<file path="src/rtl/xlate_pkg.sv">
package xlate_pkg;
  localparam int STAT_W    = 8;
  localparam int CUR_LSB   = 0;
  localparam int PREV_LSB  = 2;
  localparam int MPRV_BIT  = 4;
  localparam int VM_LSB    = 5;
  localparam int VM_W      = 3;
  localparam logic [VM_W-1:0] VM_BARE = '0;
  localparam int PG_OFF_W  = 12;

  localparam logic [1:0] PRIV_U = 2'd0;
  localparam logic [1:0] PRIV_S = 2'd1;
  localparam logic [1:0] PRIV_M = 2'd3;

  localparam logic [1:0] ACC_FETCH = 2'd0;
  localparam logic [1:0] ACC_LOAD  = 2'd1;
  localparam logic [1:0] ACC_STORE = 2'd2;

  typedef enum logic [1:0] {
    ST_IDLE = 2'd0,
    ST_REQ  = 2'd1,
    ST_WAIT = 2'd2
  } xlate_st_e;
endpackage

</file>
<file path="src/rtl/xlate_priv_sel.sv">
module xlate_priv_sel
  import xlate_pkg::*;
(
  input  logic [STAT_W-1:0] status_i,
  input  logic [1:0]        acc_i,
  output logic [1:0]        eff_priv_o,
  output logic              machine_o
);
  always_comb begin
    eff_priv_o = status_i[CUR_LSB +: 2];
    // data accesses may borrow the previous privilege
    if (acc_i != ACC_FETCH && status_i[MPRV_BIT])
      eff_priv_o = status_i[PREV_LSB +: 2];
    if (status_i[VM_LSB +: VM_W] == VM_BARE)
      eff_priv_o = PRIV_M;
  end

  assign machine_o = (eff_priv_o == PRIV_M);
endmodule

</file>
<file path="src/rtl/xlate_fault_chk.sv">
module xlate_fault_chk #(
  parameter int              VA_W     = 64,
  parameter logic [VA_W-1:0] MEM_SIZE = 'h8000_0000
) (
  input  logic [VA_W-1:0] paddr_i,
  input  logic [1:0]      acc_i,
  input  logic            page_fault_i,
  output logic [2:0]      code_o
);
  logic [1:0] kind;

  // code = {page, kind}; kind is 1/2/3 for fetch/load/store
  assign kind = acc_i + 2'd1;

  always_comb begin
    if (page_fault_i)             code_o = {1'b1, kind};
    else if (paddr_i >= MEM_SIZE) code_o = {1'b0, kind};
    else                          code_o = 3'd0;
  end
endmodule

</file>
<file path="src/rtl/xlate_ctrl.sv">
module xlate_ctrl
  import xlate_pkg::*;
(
  input  logic clk_i,
  input  logic rst_ni,
  input  logic start_walk_i,
  input  logic walk_ready_i,
  input  logic wrsp_valid_i,
  output logic idle_o,
  output logic walk_valid_o,
  output logic rsp_take_o
);
  xlate_st_e st_q, st_d;

  always_comb begin
    st_d = st_q;
    unique case (st_q)
      ST_IDLE: if (start_walk_i) st_d = ST_REQ;
      ST_REQ:  if (walk_ready_i) st_d = ST_WAIT;
      ST_WAIT: if (wrsp_valid_i) st_d = ST_IDLE;
      default: st_d = ST_IDLE;
    endcase
  end

  always_ff @(posedge clk_i or negedge rst_ni) begin
    if (!rst_ni) st_q <= ST_IDLE;
    else         st_q <= st_d;
  end

  assign idle_o       = (st_q == ST_IDLE);
  assign walk_valid_o = (st_q == ST_REQ);
  assign rsp_take_o   = (st_q == ST_WAIT) && wrsp_valid_i;

  // no second request accepted while a walk is open
  p_single_open_r9: assert property (@(posedge clk_i) disable iff (!rst_ni)
    (st_q != ST_IDLE) |=> !(st_q == ST_IDLE && $past(st_q) == ST_REQ));

  // input assumption: response only after the walk handshake
  p_rsp_after_req: assert property (@(posedge clk_i) disable iff (!rst_ni)
    wrsp_valid_i |-> st_q == ST_WAIT);
endmodule

</file>
<file path="src/rtl/addr_xlate_front.sv">
module addr_xlate_front
  import xlate_pkg::*;
#(
  parameter int              VA_W     = 64,
  parameter int              XLEN     = 32,
  parameter logic [VA_W-1:0] MEM_SIZE = 'h8000_0000
) (
  input  logic              clk_i,
  input  logic              rst_ni,
  input  logic              req_valid_i,
  output logic              req_ready_o,
  input  logic [VA_W-1:0]   req_vaddr_i,
  input  logic [1:0]        req_type_i,
  input  logic [STAT_W-1:0] status_i,
  output logic              walk_valid_o,
  input  logic              walk_ready_i,
  output logic [VA_W-1:0]   walk_vaddr_o,
  output logic [1:0]        walk_type_o,
  output logic              walk_super_o,
  input  logic              wrsp_valid_i,
  input  logic [VA_W-1:0]   wrsp_base_i,
  input  logic              wrsp_pfault_i,
  output logic              done_o,
  output logic [VA_W-1:0]   paddr_o,
  output logic              fault_o,
  output logic [2:0]        fault_code_o
);
  localparam int              MASK_SH = (XLEN >= VA_W) ? 0 : VA_W - XLEN;
  localparam logic [VA_W-1:0] XMASK   = {VA_W{1'b1}} >> MASK_SH;
  localparam logic [VA_W-1:0] OFFMASK = {{(VA_W-PG_OFF_W){1'b0}}, {PG_OFF_W{1'b1}}};

  logic [1:0]      eff_priv;
  logic            machine, idle, rsp_take;
  logic            accept, take_m, start_walk, finish;
  logic [VA_W-1:0] vaddr_q, paddr_q, paddr_m, paddr_w, chk_paddr;
  logic [1:0]      acc_q, chk_acc;
  logic            super_q, done_q, chk_page;
  logic [2:0]      code_q, chk_code;

  xlate_priv_sel u_priv (
    .status_i   (status_i),
    .acc_i      (req_type_i),
    .eff_priv_o (eff_priv),
    .machine_o  (machine)
  );

  xlate_ctrl u_ctrl (
    .clk_i        (clk_i),
    .rst_ni       (rst_ni),
    .start_walk_i (start_walk),
    .walk_ready_i (walk_ready_i),
    .wrsp_valid_i (wrsp_valid_i),
    .idle_o       (idle),
    .walk_valid_o (walk_valid_o),
    .rsp_take_o   (rsp_take)
  );

  assign accept     = req_valid_i && idle;
  assign take_m     = accept && machine;
  assign start_walk = accept && !machine;
  assign finish     = take_m || rsp_take;

  assign paddr_m   = req_vaddr_i & XMASK;
  assign paddr_w   = wrsp_base_i | (vaddr_q & OFFMASK);
  assign chk_paddr = rsp_take ? paddr_w : paddr_m;
  assign chk_acc   = rsp_take ? acc_q : req_type_i;
  assign chk_page  = rsp_take && wrsp_pfault_i;

  xlate_fault_chk #(.VA_W(VA_W), .MEM_SIZE(MEM_SIZE)) u_chk (
    .paddr_i      (chk_paddr),
    .acc_i        (chk_acc),
    .page_fault_i (chk_page),
    .code_o       (chk_code)
  );

  always_ff @(posedge clk_i or negedge rst_ni) begin
    if (!rst_ni) begin
      vaddr_q <= '0;
      acc_q   <= ACC_FETCH;
      super_q <= 1'b0;
      done_q  <= 1'b0;
      paddr_q <= '0;
      code_q  <= '0;
    end else begin
      done_q <= finish;
      if (accept) begin
        vaddr_q <= req_vaddr_i;
        acc_q   <= req_type_i;
        super_q <= (eff_priv != PRIV_U);
      end
      if (finish) begin
        paddr_q <= chk_paddr;
        code_q  <= chk_code;
      end
    end
  end

  assign req_ready_o  = idle;
  assign walk_vaddr_o = vaddr_q;
  assign walk_type_o  = acc_q;
  assign walk_super_o = super_q;
  assign done_o       = done_q;
  assign paddr_o      = paddr_q;
  assign fault_o      = |code_q;
  assign fault_code_o = code_q;

  // fetches ignore the modify-privilege flag
  p_fetch_priv_r1: assert property (@(posedge clk_i) disable iff (!rst_ni)
    (req_valid_i && req_type_i == ACC_FETCH && status_i[VM_LSB +: VM_W] != VM_BARE)
      |-> eff_priv == status_i[CUR_LSB +: 2]);

  // machine-mode accesses never reach the walker
  p_machine_nowalk_r4: assert property (@(posedge clk_i) disable iff (!rst_ni)
    (accept && machine) |=> (done_o && !walk_valid_o && (paddr_o & ~XMASK) == '0));

  // walk request held stable until taken
  p_walk_hold_r5: assert property (@(posedge clk_i) disable iff (!rst_ni)
    (walk_valid_o && !walk_ready_i) |=> (walk_valid_o && $stable(walk_vaddr_o)
      && $stable(walk_type_o) && $stable(walk_super_o)));

  // a clean result is inside memory
  p_bound_r7: assert property (@(posedge clk_i) disable iff (!rst_ni)
    (done_o && !fault_o) |-> paddr_o < MEM_SIZE);

  // a page-fault code always flags a fault
  p_page_code_r8: assert property (@(posedge clk_i) disable iff (!rst_ni)
    (done_o && fault_code_o[2]) |-> (fault_o && fault_code_o[1:0] != 2'd0));

  // no acceptance while the walker is engaged
  p_ready_low_r9: assert property (@(posedge clk_i) disable iff (!rst_ni)
    walk_valid_o |-> !req_ready_o);

  // input assumptions
  p_legal_kind: assert property (@(posedge clk_i) disable iff (!rst_ni)
    req_valid_i |-> req_type_i != 2'd3);
  p_base_aligned: assert property (@(posedge clk_i) disable iff (!rst_ni)
    wrsp_valid_i |-> (wrsp_base_i & OFFMASK) == '0);
endmodule

</file>
<file path="config.mk">
export PLATFORM = sky130hd
export DESIGN_NAME = addr_xlate_front
export DESIGN_NICKNAME = d
export VERILOG_FILES = /design/src/rtl/xlate_pkg.sv /design/src/rtl/xlate_priv_sel.sv /design/src/rtl/xlate_fault_chk.sv /design/src/rtl/xlate_ctrl.sv /design/src/rtl/addr_xlate_front.sv
export SDC_FILE = /design/constraint.sdc
export NUM_CORES = 1
export LEC_CHECK = 0
export BUFFER_PORTS_ARGS = -buffer_cell sky130_fd_sc_hd__buf_2
export CORE_MARGIN = 2
export CORE_UTILIZATION = 30
export DETAILED_ROUTE_END_ITERATION = 6
export GPL_TIMING_DRIVEN = 0
export PLACE_DENSITY = 0.59
export SYNTH_ARGS = -nofsm -noshare
export SYNTH_HDL_FRONTEND = slang
export SYNTH_HIERARCHICAL = 1
export SYNTH_SLANG_ARGS = --single-unit
</file>
<file path="constraint.sdc">
create_clock -name clk_i -period 2.65 [get_ports clk_i]
set_clock_uncertainty 0.2 [all_clocks]
set_input_delay 0.1325 -clock clk_i [delete_from_list [all_inputs] [get_ports clk_i]]
set_output_delay 0.1325 -clock clk_i [all_outputs]
set_load 0.01 [all_outputs]
</file>
==> results.md <==
* Status: completed
* CP Capture Point: fault_code_o[1]
* Most frequent CP cell: nand2_1
* Drt via density at 4.41
* Largest fanout on the critical path at 10
* FF-to-FF setup slack at 190 ps
* Vias in the first global route at 5415
* RePlAce Congestion at 0.768
* Syn nets at 617
* Placed Cells at 1020
* Crit path required time at 2750 ps
* Final Util at 49.8%
* Seq/Total Area, Yosys at 58.0%
* First-pass GRT wire length at 27.8 mm
* Synth-to-layout area growth at 63.5%
* Max incr delay on CP at 440 ps
* Fraction of layout cells with a size suffix above 1 at 48.3%
* Initial DRC count at 111
* Total CTS buffers at 17
* Reg2Reg Launch Point: u_ctrl/st_q[1]
* Worst-margin pin slew at 689 ps
* Fin crit period at 2460 ps
* RSZ-0062 raised after global routing: false
* R2r worst-path depth at 10
* DPL Wire Length at 12.8 mm
* Final Hold Fails at 0
* Number of flops mapped to enable cells by yosys at 0
* Synth Flop Type: dfrtp_1
* Clock Sinks at 137
* Port Buf Inserts at 281
* Bufs on Longest Clock Path at 2
* Synthesized area per cell at 12.5 sq um
* Ys Warns at 6
* Leak at 4.95 nW
* Register bit total from synthesis at 137
* Worst reg2reg path endpoint: fault_code_o[1]
* Storage cell area at 3430 sq um
* Area of the multi-input gates at 2310 sq um
* DR vias at 5230
* Delay-heaviest family, CP: simple AND/OR/NAND/NOR gates
* CP bufs+invs at 2
* Mapped Area at 5910 sq um
* Nets at 1053
* Hold path cells at 5
* Post-synth ARST share at 100%
* Overall global routing resource usage at 17.3%
* Wire per inst at 15.6 um
* Drt total wl at 18.5 mm
* Initial Utilization at 30.5%
* Fill count at 1806
* CP arrival at 2560 ps
* Critical path origin: u_ctrl/st_q[1]
* CP Launch Type: flop
* Power Total at 0.0103 W
* Clock Root Buffer: clkbuf_16
* Post-synth top area share at 58.0%
* Core ar. at 19400 sq um
* Crit share post-route at 93.0%
* PwrDens at 1070 nW/um^2
* Worst rel slew slack at 53.3%
* Synth cell count leaders: dfrtp_1, nor2_1, mux2_2
* F_max at 406 MHz
* CP endpoint kind: flop
* Levels on crit path at 10
* Syn Inst Count at 473
* Hold/Removal Path Class: in2reg
* Post-synth top area cell: dfrtp_1
* Fin cells at 1187
* WS Path Type: reg2reg
* DRT antenna net count at 0
* CTS tree: built
* Yosys cell types at 33
* Largest net degree at the start of global routing at 72
* Remaining Overflow, GRT at 0
* Die area at 20800 sq um
* Io pins at 282
* Peak VDD IR at 0.464 mV
* MaxCap Viol Count at 0
* Critical-path top delay cell: dfrtp_1
* TNS Setup at 0 ps
* # diodes at 0
* Count leader, synth: dfrtp_1
* Clk Latency, worst-skew pair at 410 ps
* Synth top area cells: dfrtp_1, mux2_2, nor2_1
* DRC Markers at 0
* Clock slew at reported path FFs at 50 ps
* Endpoints failing setup at 0
* Cell Rows at 51
* Die X at 144 um
* Max Transition Viols Final at 0
* Die span in y at 144 um
* Pre-antenna DRT Iters at 4
* Initial antenna violation count at 0
* # H-tree levels at 4
* Worst-path cell chain: nand2_1 > nor2_1 > buf_6 > buf_4 > mux2_2 > nor4_2 > and3_2 > a31oi_1 > nand2_1 > nand2_1
==> cells by family after synthesis <==
kind of cell / share of synthesized area (%)
XOR/XNOR: 0.148
multiplexers: 19.9
AO/OA/AOI/OAI: 6.93
buffers and inverters: 3.01
AND/OR/NAND/NOR: 12.0
flip-flops: 58.0
==> through the flow <==
stage	setup WS [ps]	hold slack [ps]	cell area (sq um)
detailed placement	10.9	-22.7	7680
floorplan	500	-363	5910
CTS	15.5	37.0	9660
global placement	-849	141	7640
global route	2.32	59.4	9660
finish	186	26.0	9660
==> registers in the layout, summed over array words and instances (netlist names) <==
name	flops
walk_super_o	1
paddr_o	64
u_ctrl/st_q	2
fault_code_o	3
done_o	1
walk_vaddr_o	64
walk_type_o	2
==> metal layers <==
layer | track usage [%] | wire, um
met5 | 0 | 0
met4 | 5.67 | 285
met3 | 4.64 | 1130
met2 | 30.2 | 9210
met1 | 20.7 | 7870
==> worst min path at each step <==
stage	start	end
after floorplan	rst_ni	done_o
after global placement	walk_ready_i	u_ctrl/st_q[0]
after detailed placement	rst_ni	walk_vaddr_o[32]
after CTS	wrsp_pfault_i	fault_code_o[2]
after global routing	wrsp_pfault_i	fault_code_o[2]
final	wrsp_pfault_i	fault_code_o[2]
==> final cells by class <==
class | instances | area share [%]
multi-input combinational | 307 | 23.9
inverter | 3 | 0.117
tap | 265 | 3.43
clock buffer | 17 | 4.40
clock inverter | 15 | 1.96
timing repair buffer | 418 | 29.0
buffer | 25 | 1.71
sequential | 137 | 35.5
==> tightest hold or removal path, cell delays in order <==
cell and delay [ps]:
buf_2 70, and2_1 180, buf_4 130, nand2_1 40, nand2_1 50
==> report_power, final <==
group / switching (W) / internal (W) / total, W
clock network: 0.000983 / 0.00150 / 0.00249
logic: 0.00203 / 0.00210 / 0.00413
registers: 0.000564 / 0.00314 / 0.00370
==> repair_timing <==
item / 4_1_cts / 5_1_grt
gates cloned: 0 / 0
endpoints found under the hold margin: 199 / 0
hold buffers: 136 / 0
setup buffers: 0 / 0
endpoints found under the setup margin: 2 / 2
resized for setup: 1 / 2
==> cells in the final DEF (no fill, tap or decap), types with 2 or more instances in the layout <==
cell type,n
a21o_1,33
a21oi_1,12
a31oi_1,2
and2_1,33
buf_2,289
buf_4,10
buf_6,4
bufinv_16,3
clkbuf_1,3
clkbuf_16,17
clkinv_2,2
clkinv_4,4
dfrtp_1,137
dlygate4sd3_1,136
inv_1,2
inv_6,4
mux2_2,87
mux2_4,13
nand2_1,11
nor2_1,89
nor4_1,6
o211ai_1,4
(Power assumes the default switching activity.)
